==> src/rtl/sflash_pkg.sv <==
// Shared types and lane-width helpers for the serial flash sequencer.
// Assumes lane widths are encoded as log2(lanes): 0 -> 1, 1 -> 2, 2 -> 4.
package sflash_pkg;

    localparam int DQ_W = 4;

    typedef enum logic [2:0] {
        PH_IDLE = 3'd0,
        PH_OPC  = 3'd1,
        PH_ADR  = 3'd2,
        PH_DMY  = 3'd3,
        PH_TXD  = 3'd4,
        PH_RXD  = 3'd5,
        PH_TAIL = 3'd6
    } phase_e;

    // log2 of the lane count used by a phase under a format code
    function automatic logic [1:0] lane_log2(input logic [2:0] fmt, input phase_e ph);
        logic [1:0] op_w, ad_w, dt_w;
        case (fmt)
            3'd2:    begin op_w = 2'd0; ad_w = 2'd0; dt_w = 2'd1; end
            3'd3:    begin op_w = 2'd0; ad_w = 2'd0; dt_w = 2'd2; end
            3'd4:    begin op_w = 2'd0; ad_w = 2'd1; dt_w = 2'd1; end
            3'd5:    begin op_w = 2'd0; ad_w = 2'd2; dt_w = 2'd2; end
            3'd6:    begin op_w = 2'd1; ad_w = 2'd1; dt_w = 2'd1; end
            3'd7:    begin op_w = 2'd2; ad_w = 2'd2; dt_w = 2'd2; end
            default: begin op_w = 2'd0; ad_w = 2'd0; dt_w = 2'd0; end
        endcase
        case (ph)
            PH_OPC:  return op_w;
            PH_ADR:  return ad_w;
            default: return dt_w;
        endcase
    endfunction

    // lane enable mask for a lane width
    function automatic logic [DQ_W-1:0] lane_mask(input logic [1:0] lw);
        case (lw)
            2'd0:    return 4'b0001;
            2'd1:    return 4'b0011;
            default: return 4'b1111;
        endcase
    endfunction

    // SCK periods per byte, minus one
    function automatic logic [2:0] beats_m1(input logic [1:0] lw);
        case (lw)
            2'd0:    return 3'd7;
            2'd1:    return 3'd3;
            default: return 3'd1;
        endcase
    endfunction

endpackage

==> src/rtl/sflash_lane_map.sv <==
// Decodes the current phase and format code into the active lane width,
// the lane output enables and the phase direction.
// Assumes format code 1 behaves like code 0. Idle releases every lane.
module sflash_lane_map
    import sflash_pkg::*;
(
    input  logic [2:0]      fmt,
    input  phase_e          phase,
    output logic [1:0]      lsel,
    output logic [DQ_W-1:0] oe,
    output logic            is_tx,
    output logic            is_rx
);

    // width and drive pattern per phase
    always_comb begin
        lsel  = lane_log2(fmt, phase);
        is_tx = (phase == PH_OPC) || (phase == PH_ADR) || (phase == PH_TXD);
        is_rx = (phase == PH_RXD);
        if (phase == PH_IDLE) begin
            oe = '0;
        end else if (is_tx) begin
            oe = lane_mask(lsel);
        end else begin
            oe = (lsel == 2'd0) ? 4'b0001 : 4'b0000;
        end
    end

endmodule

==> src/rtl/sflash_rx_pack.sv <==
// Packs sampled input lanes into bytes, MSB first, and holds each finished
// byte on a valid/ready output until it is taken.
// Assumes the controller only samples when the output slot can absorb a byte.
module sflash_rx_pack
    import sflash_pkg::*;
(
    input  logic            clk,
    input  logic            rst_n,
    input  logic            cap_en,
    input  logic            byte_last,
    input  logic [1:0]      lsel,
    input  logic [DQ_W-1:0] dq_i,
    input  logic            rx_ready,
    output logic [7:0]      rx_data,
    output logic            rx_valid
);

    logic [7:0] acc_q;
    logic [7:0] acc_nx;

    // merge this beat's lanes into the partial byte
    always_comb begin
        case (lsel)
            2'd0:    acc_nx = {acc_q[6:0], dq_i[1]};
            2'd1:    acc_nx = {acc_q[5:0], dq_i[1:0]};
            default: acc_nx = {acc_q[3:0], dq_i[3:0]};
        endcase
    end

    // accumulate samples and publish finished bytes
    always_ff @(posedge clk) begin
        if (!rst_n) begin
            acc_q    <= '0;
            rx_data  <= '0;
            rx_valid <= 1'b0;
        end else begin
            if (cap_en) begin
                acc_q <= acc_nx;
            end
            if (cap_en && byte_last) begin
                rx_data  <= acc_nx;
                rx_valid <= 1'b1;
            end else if (rx_ready) begin
                rx_valid <= 1'b0;
            end
        end
    end

    assert_rx_hold_R7: assert property (@(posedge clk) disable iff (!rst_n)
        rx_valid && !rx_ready |=> rx_valid && $stable(rx_data));

endmodule

==> src/rtl/sflash_seq.sv <==
// Transaction sequencer: runs opcode, address, dummy, write and read phases
// under one chip select, pacing each SCK period by external strobes.
// Assumes the capture and launch strobes alternate and never share a cycle.
module sflash_seq
    import sflash_pkg::*;
#(
    parameter int LEN_W   = 16,
    parameter int DUMMY_W = 5
) (
    input  logic               clk,
    input  logic               rst_n,
    input  logic               sck_cap,
    input  logic               sck_lnc,
    input  logic               start_req,
    input  logic [2:0]         cmd_fmt,
    input  logic [2:0]         cmd_addr_bytes,
    input  logic [DUMMY_W-1:0] cmd_dummy,
    input  logic [LEN_W-1:0]   cmd_tx_len,
    input  logic [LEN_W-1:0]   cmd_rx_len,
    output logic               busy,
    output logic               start_refused,
    input  logic [7:0]         tx_data,
    input  logic               tx_valid,
    output logic               tx_ready,
    output logic [7:0]         rx_data,
    output logic               rx_valid,
    input  logic               rx_ready,
    output logic               sck,
    output logic               cs_n,
    output logic [DQ_W-1:0]    dq_o,
    output logic [DQ_W-1:0]    dq_oe,
    input  logic [DQ_W-1:0]    dq_i,
    output logic               tx_done,
    output logic               rx_done
);

    localparam int REM_W = LEN_W + 1;

    phase_e             phase;
    phase_e             nxt_ph;
    logic [2:0]         fmt_q;
    logic [2:0]         nadr_q;
    logic [DUMMY_W-1:0] ndmy_q;
    logic [DUMMY_W-1:0] dmy_left;
    logic [LEN_W-1:0]   ntx_q;
    logic [LEN_W-1:0]   nrx_q;
    logic [LEN_W-1:0]   bytes_left;
    logic [LEN_W-1:0]   nxt_bytes;
    logic [REM_W-1:0]   tx_rem;
    logic [2:0]         beat_left;
    logic [2:0]         nxt_bl;
    logic [7:0]         sh;
    logic               loaded;
    logic               sck_q;
    logic               cs_n_q;
    logic               tail_half;
    logic               txd_q;
    logic               rxd_q;
    logic               refused_q;

    logic [1:0]         lsel;
    logic [DQ_W-1:0]    oe_w;
    logic               is_tx;
    logic               is_rx;
    logic               is_dmy;
    logic               active;
    logic               cap_ok;
    logic               cap_fire;
    logic               lnc_fire;
    logic               byte_end;
    logic [DQ_W-1:0]    lanes_out;

    sflash_lane_map u_map (
        .fmt   (fmt_q),
        .phase (phase),
        .lsel  (lsel),
        .oe    (oe_w),
        .is_tx (is_tx),
        .is_rx (is_rx)
    );

    // strobe qualification for the current SCK period
    always_comb begin
        is_dmy   = (phase == PH_DMY);
        active   = (phase != PH_IDLE) && (phase != PH_TAIL);
        byte_end = (beat_left == 3'd0);
        if (is_tx)      cap_ok = loaded;
        else if (is_rx) cap_ok = !rx_valid || rx_ready;
        else            cap_ok = is_dmy;
        cap_fire = active && !sck_q && sck_cap && cap_ok;
        lnc_fire = active && sck_q && sck_lnc;
    end

    // phase that follows the current one, skipping empty phases
    always_comb begin
        case (phase)
            PH_OPC:  nxt_ph = (nadr_q != 3'd0) ? PH_ADR :
                              (ndmy_q != '0) ? PH_DMY :
                              (ntx_q != '0) ? PH_TXD :
                              (nrx_q != '0) ? PH_RXD : PH_TAIL;
            PH_ADR:  nxt_ph = (ndmy_q != '0) ? PH_DMY :
                              (ntx_q != '0) ? PH_TXD :
                              (nrx_q != '0) ? PH_RXD : PH_TAIL;
            PH_DMY:  nxt_ph = (ntx_q != '0) ? PH_TXD :
                              (nrx_q != '0) ? PH_RXD : PH_TAIL;
            PH_TXD:  nxt_ph = (nrx_q != '0) ? PH_RXD : PH_TAIL;
            default: nxt_ph = PH_TAIL;
        endcase
        case (nxt_ph)
            PH_ADR:  nxt_bytes = LEN_W'(nadr_q);
            PH_TXD:  nxt_bytes = ntx_q;
            PH_RXD:  nxt_bytes = nrx_q;
            default: nxt_bytes = LEN_W'(1);
        endcase
        nxt_bl = beats_m1(lane_log2(fmt_q, nxt_ph));
    end

    // lane values for the bits at the top of the shift register
    always_comb begin
        case (lsel)
            2'd0:    lanes_out = {3'b000, sh[7]};
            2'd1:    lanes_out = {2'b00, sh[7:6]};
            default: lanes_out = sh[7:4];
        endcase
    end

    // transaction state, shift register and status flags
    always_ff @(posedge clk) begin
        if (!rst_n) begin
            phase      <= PH_IDLE;
            fmt_q      <= '0;
            nadr_q     <= '0;
            ndmy_q     <= '0;
            dmy_left   <= '0;
            ntx_q      <= '0;
            nrx_q      <= '0;
            bytes_left <= '0;
            tx_rem     <= '0;
            beat_left  <= '0;
            sh         <= '0;
            loaded     <= 1'b0;
            sck_q      <= 1'b0;
            cs_n_q     <= 1'b1;
            tail_half  <= 1'b0;
            txd_q      <= 1'b0;
            rxd_q      <= 1'b0;
            refused_q  <= 1'b0;
        end else begin
            refused_q <= start_req && (phase != PH_IDLE);
            if (phase == PH_IDLE) begin
                if (start_req) begin
                    phase      <= PH_OPC;
                    fmt_q      <= cmd_fmt;
                    nadr_q     <= cmd_addr_bytes;
                    ndmy_q     <= cmd_dummy;
                    dmy_left   <= cmd_dummy;
                    ntx_q      <= cmd_tx_len;
                    nrx_q      <= cmd_rx_len;
                    bytes_left <= LEN_W'(1);
                    tx_rem     <= REM_W'(cmd_addr_bytes) + REM_W'(cmd_tx_len) + REM_W'(1);
                    beat_left  <= beats_m1(lane_log2(cmd_fmt, PH_OPC));
                    loaded     <= 1'b0;
                    sck_q      <= 1'b0;
                    cs_n_q     <= 1'b0;
                    tail_half  <= 1'b0;
                    txd_q      <= 1'b0;
                    rxd_q      <= 1'b0;
                end
            end else begin
                if (tx_ready && tx_valid) begin
                    sh     <= tx_data;
                    loaded <= 1'b1;
                end
                if (cap_fire) begin
                    sck_q <= 1'b1;
                    if (is_rx && byte_end && bytes_left == LEN_W'(1)) begin
                        rxd_q <= 1'b1;
                    end
                end
                if (lnc_fire) begin
                    sck_q <= 1'b0;
                    if (is_dmy) begin
                        if (dmy_left <= DUMMY_W'(1)) begin
                            phase      <= nxt_ph;
                            bytes_left <= nxt_bytes;
                            beat_left  <= nxt_bl;
                            loaded     <= 1'b0;
                        end else begin
                            dmy_left <= dmy_left - DUMMY_W'(1);
                        end
                    end else if (!byte_end) begin
                        beat_left <= beat_left - 3'd1;
                        case (lsel)
                            2'd0:    sh <= {sh[6:0], 1'b0};
                            2'd1:    sh <= {sh[5:0], 2'b00};
                            default: sh <= {sh[3:0], 4'b0000};
                        endcase
                    end else begin
                        if (is_tx) begin
                            loaded <= 1'b0;
                            tx_rem <= tx_rem - REM_W'(1);
                            if (tx_rem == REM_W'(1)) txd_q <= 1'b1;
                        end
                        if (bytes_left > LEN_W'(1)) begin
                            bytes_left <= bytes_left - LEN_W'(1);
                            beat_left  <= beats_m1(lsel);
                        end else begin
                            phase      <= nxt_ph;
                            bytes_left <= nxt_bytes;
                            beat_left  <= nxt_bl;
                            dmy_left   <= ndmy_q;
                        end
                    end
                end
                if (phase == PH_TAIL) begin
                    if (sck_cap) tail_half <= 1'b1;
                    if (sck_lnc && tail_half) begin
                        cs_n_q <= 1'b1;
                        phase  <= PH_IDLE;
                    end
                end
            end
        end
    end

    sflash_rx_pack u_rx (
        .clk       (clk),
        .rst_n     (rst_n),
        .cap_en    (cap_fire && is_rx),
        .byte_last (byte_end),
        .lsel      (lsel),
        .dq_i      (dq_i),
        .rx_ready  (rx_ready),
        .rx_data   (rx_data),
        .rx_valid  (rx_valid)
    );

    assign busy          = (phase != PH_IDLE);
    assign start_refused = refused_q;
    assign tx_ready      = is_tx && !loaded;
    assign sck           = sck_q;
    assign cs_n          = cs_n_q;
    assign dq_o          = is_tx ? lanes_out : '0;
    assign dq_oe         = oe_w;
    assign tx_done       = txd_q;
    assign rx_done       = rxd_q;

    assert_cs_idle_R10: assert property (@(posedge clk) disable iff (!rst_n)
        !busy |-> cs_n);

    assert_sck_idle_R11: assert property (@(posedge clk) disable iff (!rst_n)
        !busy |-> !sck);

    assert_refuse_R9: assert property (@(posedge clk) disable iff (!rst_n)
        start_req && busy |=> start_refused);

    assert_done_clear_R8: assert property (@(posedge clk) disable iff (!rst_n)
        $rose(busy) |-> !tx_done && !rx_done);

    assert_rx_after_tx_R6: assert property (@(posedge clk) disable iff (!rst_n)
        $rose(rx_valid) |-> tx_done);

    assert_lanes_idle_R1: assert property (@(posedge clk) disable iff (!rst_n)
        cs_n |-> dq_oe == 4'b0000);

endmodule

==> config.mk <==
export PLATFORM = sky130hd
export DESIGN_NAME = sflash_seq
export DESIGN_NICKNAME = d
export VERILOG_FILES = /design/src/rtl/sflash_pkg.sv /design/src/rtl/sflash_lane_map.sv /design/src/rtl/sflash_rx_pack.sv /design/src/rtl/sflash_seq.sv
export SDC_FILE = /design/constraint.sdc
export NUM_CORES = 1
export LEC_CHECK = 0
export BUFFER_PORTS_ARGS = -buffer_cell sky130_fd_sc_hd__clkbuf_2
export CAP_MARGIN = 20
export CORE_UTILIZATION = 59
export DETAILED_ROUTE_END_ITERATION = 16
export PLACE_DENSITY = 0.81
export SYNTH_ARGS = -nofsm -noshare
export SYNTH_HDL_FRONTEND = slang
export SYNTH_SLANG_ARGS = --single-unit
==> constraint.sdc <==
create_clock -name clk -period 2.7 [get_ports clk]
set_input_delay 0.675 -clock clk [delete_from_list [all_inputs] [get_ports clk]]
set_output_delay 0.675 -clock clk [all_outputs]
set_load 0.05 [all_outputs]
==> impl_metrics.tcl <==
set metrics [dict create \
    synth_edf_count 0 \
    cts.sinks 118 \
    yosysTopAreaCell "dfxtp_1" \
    holdWs_ps 455.2 \
    grt_busiest_layer "met2" \
    core-area_um2 11470 \
    wl_per_cell_um 18.02 \
    fin_crit_sh_pct 99.41 \
    critical_path.cell_chain "buf_6 > or3b_4 > a21oi_4 > buf_6 > nor3_4 > and3_4 > clkbuf_16" \
    p_int_mw 3.610 \
    drc 0 \
    grt_pass1_wl_um 32310 \
    synth_area_leaders "dfxtp_1 (34%), nand2_1 (7.6%), a21oi_1 (6.6%)" \
    worstSetupStartpoint "phase[2]$_SDFFE_PN0P_" \
    finish.instance_area_um2 8474 \
    grt_setup_unrepaired "yes" \
    grt_use_met2_pct 51.43 \
    fmax_mhz 372.6 \
    power_mw 5.139 \
    grt_start_max_net_pins 97 \
    grt_use_met3_pct 7.629 \
    async_flop_share_pct 0 \
    syn-num-nets 963 \
    hold_depth 2 \
    switching_power_mw 1.529 \
    clkPwrFrac_pct 43.4 \
    clk_pin_slew_ps 60 \
    cp.depth 7 \
    synthCells 889 \
    diodes 0 \
    place_ws_ps 105.0 \
    final_nets 1058 \
    die_h_um 110.6 \
    crit_family "simple AND/OR/NAND/NOR gates" \
    cts.path.max_buffers 2 \
    slew-limit-headroom_pct 52.38 \
    r2r-start "phase[1]$_SDFFE_PN0P_" \
    vias 7138 \
    yosysSeqAreaShare_pct 33.93 \
    p_leak_nw 3.275 \
    vias_per_cell 6.261 \
    syn_avg_cell_area_um2 7.832 \
    synth_top_area_share_pct 33.93 \
    start_util_pct 60.72 \
    arrival_ps 2010 \
    multi_input_area_um2 4384 \
    dieArea_um2 12240 \
    numPortBuffers 85 \
    synthFlopType "dfxtp_1" \
    startpoint_type "register" \
    cts-root-buf "clkbuf_16" \
    ioPinCount 86 \
    maxCapViolCount 0 \
    first_global_vias 6447 \
    fin_crit_ps 2684 \
    crit_fanout 4 \
    finalWirelength_um 20540 \
    rrSetupSlack_ps 50 \
    synth-seq-cells 118 \
    pwr-share-comb_pct 19.2 \
    switching_share_pct 29.75 \
    endpoint "dq_o[2]" \
    setup-tns-final_ps 0 \
    syn_area_um2 6963 \
    gp_congestion 0.9279 \
    synthTopCellsByCount "nand2_1 (141), dfxtp_1 (118), a21oi_1 (92)" \
    layout-drive-gt1-share_pct 22.47 \
    ant_nets 0 \
    synth.most_common_cell "nand2_1" \
    yosys_warnings 0 \
    worstPathBufferInverterCount 3 \
    placed_cell_area_um2 7686 \
    clk_latency_ps 430 \
    crit_path_end_kind "output port" \
    syn2layout_area_growth_pct 21.71 \
    setup_ws_ps 15.82 \
    die_w_um 110.6 \
    drtIter0Drc 756 \
    crit_required_ps 2030 \
    grt_usage_pct 32.96 \
    ys_types 82 \
    maxSlewViolCount 0 \
    row_count 39 \
    cts_buffers 17 \
    hpwl_um 13750 \
    first_pass_iters 5 \
    reg2reg_to "bytes_left[5]$_SDFFE_PN0P_" \
    p_seq_share_pct 37.4 \
    worst-r2r-cell-count 9 \
    antenna_found_initial 0 \
    setup_viol 0 \
    regArea_um2 2374 \
    critical_path_class "register to output port" \
    hold_viol_final 0 \
    met1_usage_pct 43.31 \
    nFillCells 891 \
    worstMarginPinSlew_ps 714.4 \
    ctsHtreeMaxLevel 4 \
    irDropWorstVdd_v 0.0005727 \
    power_density_nw_per_um2 606.4 \
    skew_ps 7.254 \
    globalRouteOverflowTotal 0 \
    min_path_type "register to register" \
    path_common_cell "buf_6" \
    cts_tree "built" \
    cp_slowest_cell "or3b_4" \
    status "complete, no violations" \
    slowest_delay_ps 390 \
]
worst min-delay path by stage:
| stage | slack (ps) | to | startpoint |
|---|---|---|---|
| final | 460 | u_rx.rx_data[7]$_SDFFE_PN0P_ | u_rx.rx_data[7]$_SDFFE_PN0P_ |
| after global routing | 480 | nrx_q[10]$_SDFFE_PN0P_ | cmd_rx_len[10] |
| after CTS | 460 | u_rx.rx_data[7]$_SDFFE_PN0P_ | u_rx.rx_data[7]$_SDFFE_PN0P_ |
| after detailed placement | 450 | u_rx.rx_data[7]$_SDFFE_PN0P_ | u_rx.rx_data[7]$_SDFFE_PN0P_ |
| after global placement | 440 | u_rx.rx_data[7]$_SDFFE_PN0P_ | u_rx.rx_data[7]$_SDFFE_PN0P_ |
| after floorplan | 440 | beat_left[0]$_SDFFE_PN0P_ | beat_left[0]$_SDFFE_PN0P_ |
power groups by stage:
stage	registers [mW]	logic [mW]	clock network (mW)
2_1_floorplan	1.93	0.685	0
3_3_place_gp	1.95	0.926	0
3_5_place_dp	1.95	0.936	0
4_1_cts	1.92	0.960	2.25
5_1_grt	1.93	1.07	2.33
6_report	1.92	0.987	2.23
worst register-to-register path, cell delays in order (launching register included):
cell	delay (ps)
dfxtp_4	360
buf_4	180
buf_4	140
buf_4	150
or4b_1	540
o31a_2	210
a221oi_4	440
o22ai_1	200
a221oi_2	240
nor4_2	70
area by class of cell:
type,count,area share (%)
clock buffer,20,5.389
clock inverter,12,1.506
inverter,27,1.196
multi-input combinational,691,51.73
sequential,118,28.01
tap,143,2.111
timing repair buffer,129,10.05
cell families after synthesis:
| group | after synthesis | synth area share (%) |
|---|---|---|
| AND/OR/NAND/NOR | 359 | 25.28 |
| adder cells (fa/ha/maj) | 13 | 2.408 |
| buffers and inverters | 80 | 5.247 |
| XOR/XNOR | 27 | 3.396 |
| flip-flops | 118 | 33.93 |
| AO/OA/AOI/OAI | 263 | 25.39 |
| multiplexers | 29 | 4.349 |
registers in the layout, indices dropped and copies added (netlist names), 3 cells and up:
| signal | flops |
|---|---|
| nadr_q | 3 |
| bytes_left | 16 |
| phase | 3 |
| sh | 8 |
| nrx_q | 16 |
| ndmy_q | 5 |
| u_rx.acc_q | 7 |
| beat_left | 3 |
| ntx_q | 16 |
| fmt_q | 3 |
| u_rx.rx_data | 8 |
| dmy_left | 5 |
| tx_rem | 17 |
layer usage:
layer	up-vias	part of all wire (%)
li1	3412	-
met3	46	9.1
met1	3335	42
met4	0	2.6
met2	345	46
met5	-	0
cell usage in the layout, fill, tap and decap left out, drive strengths merged, types with 8 or more instances in the layout:
cell / count
nand2: 141
dfxtp: 118
clkbuf: 100
a21oi: 94
nor2: 80
buf: 49
o21ai: 42
nor3: 29
inv: 28
nand3: 24
a211oi: 20
mux2i: 19
xnor2: 19
nor4: 16
o21a: 14
a22oi: 13
ha: 11
a221oi: 11
nor2b: 10
a21o: 10
mux2: 10
o22ai: 9
and3: 9
nand4: 8
o32ai: 8
xor2: 8
per-stage QoR:
step | std cells | utilization (%)
after detailed placement | 1098 | 67.03
after global routing | 1140 | 73.90
after global placement | 1098 | 67.03
final | 1140 | 73.90
after floorplan | 889 | -
after CTS | 1137 | 73.33
timing repair:
item                       in CTS  in global routing
pin swaps                       7                  5
hold buffers                    0                  0
resized for setup              18                 18
setup endpoints to repair       9                 11
buffers inserted                8                  3
Note: power is estimated with default switching activity, not from simulation.
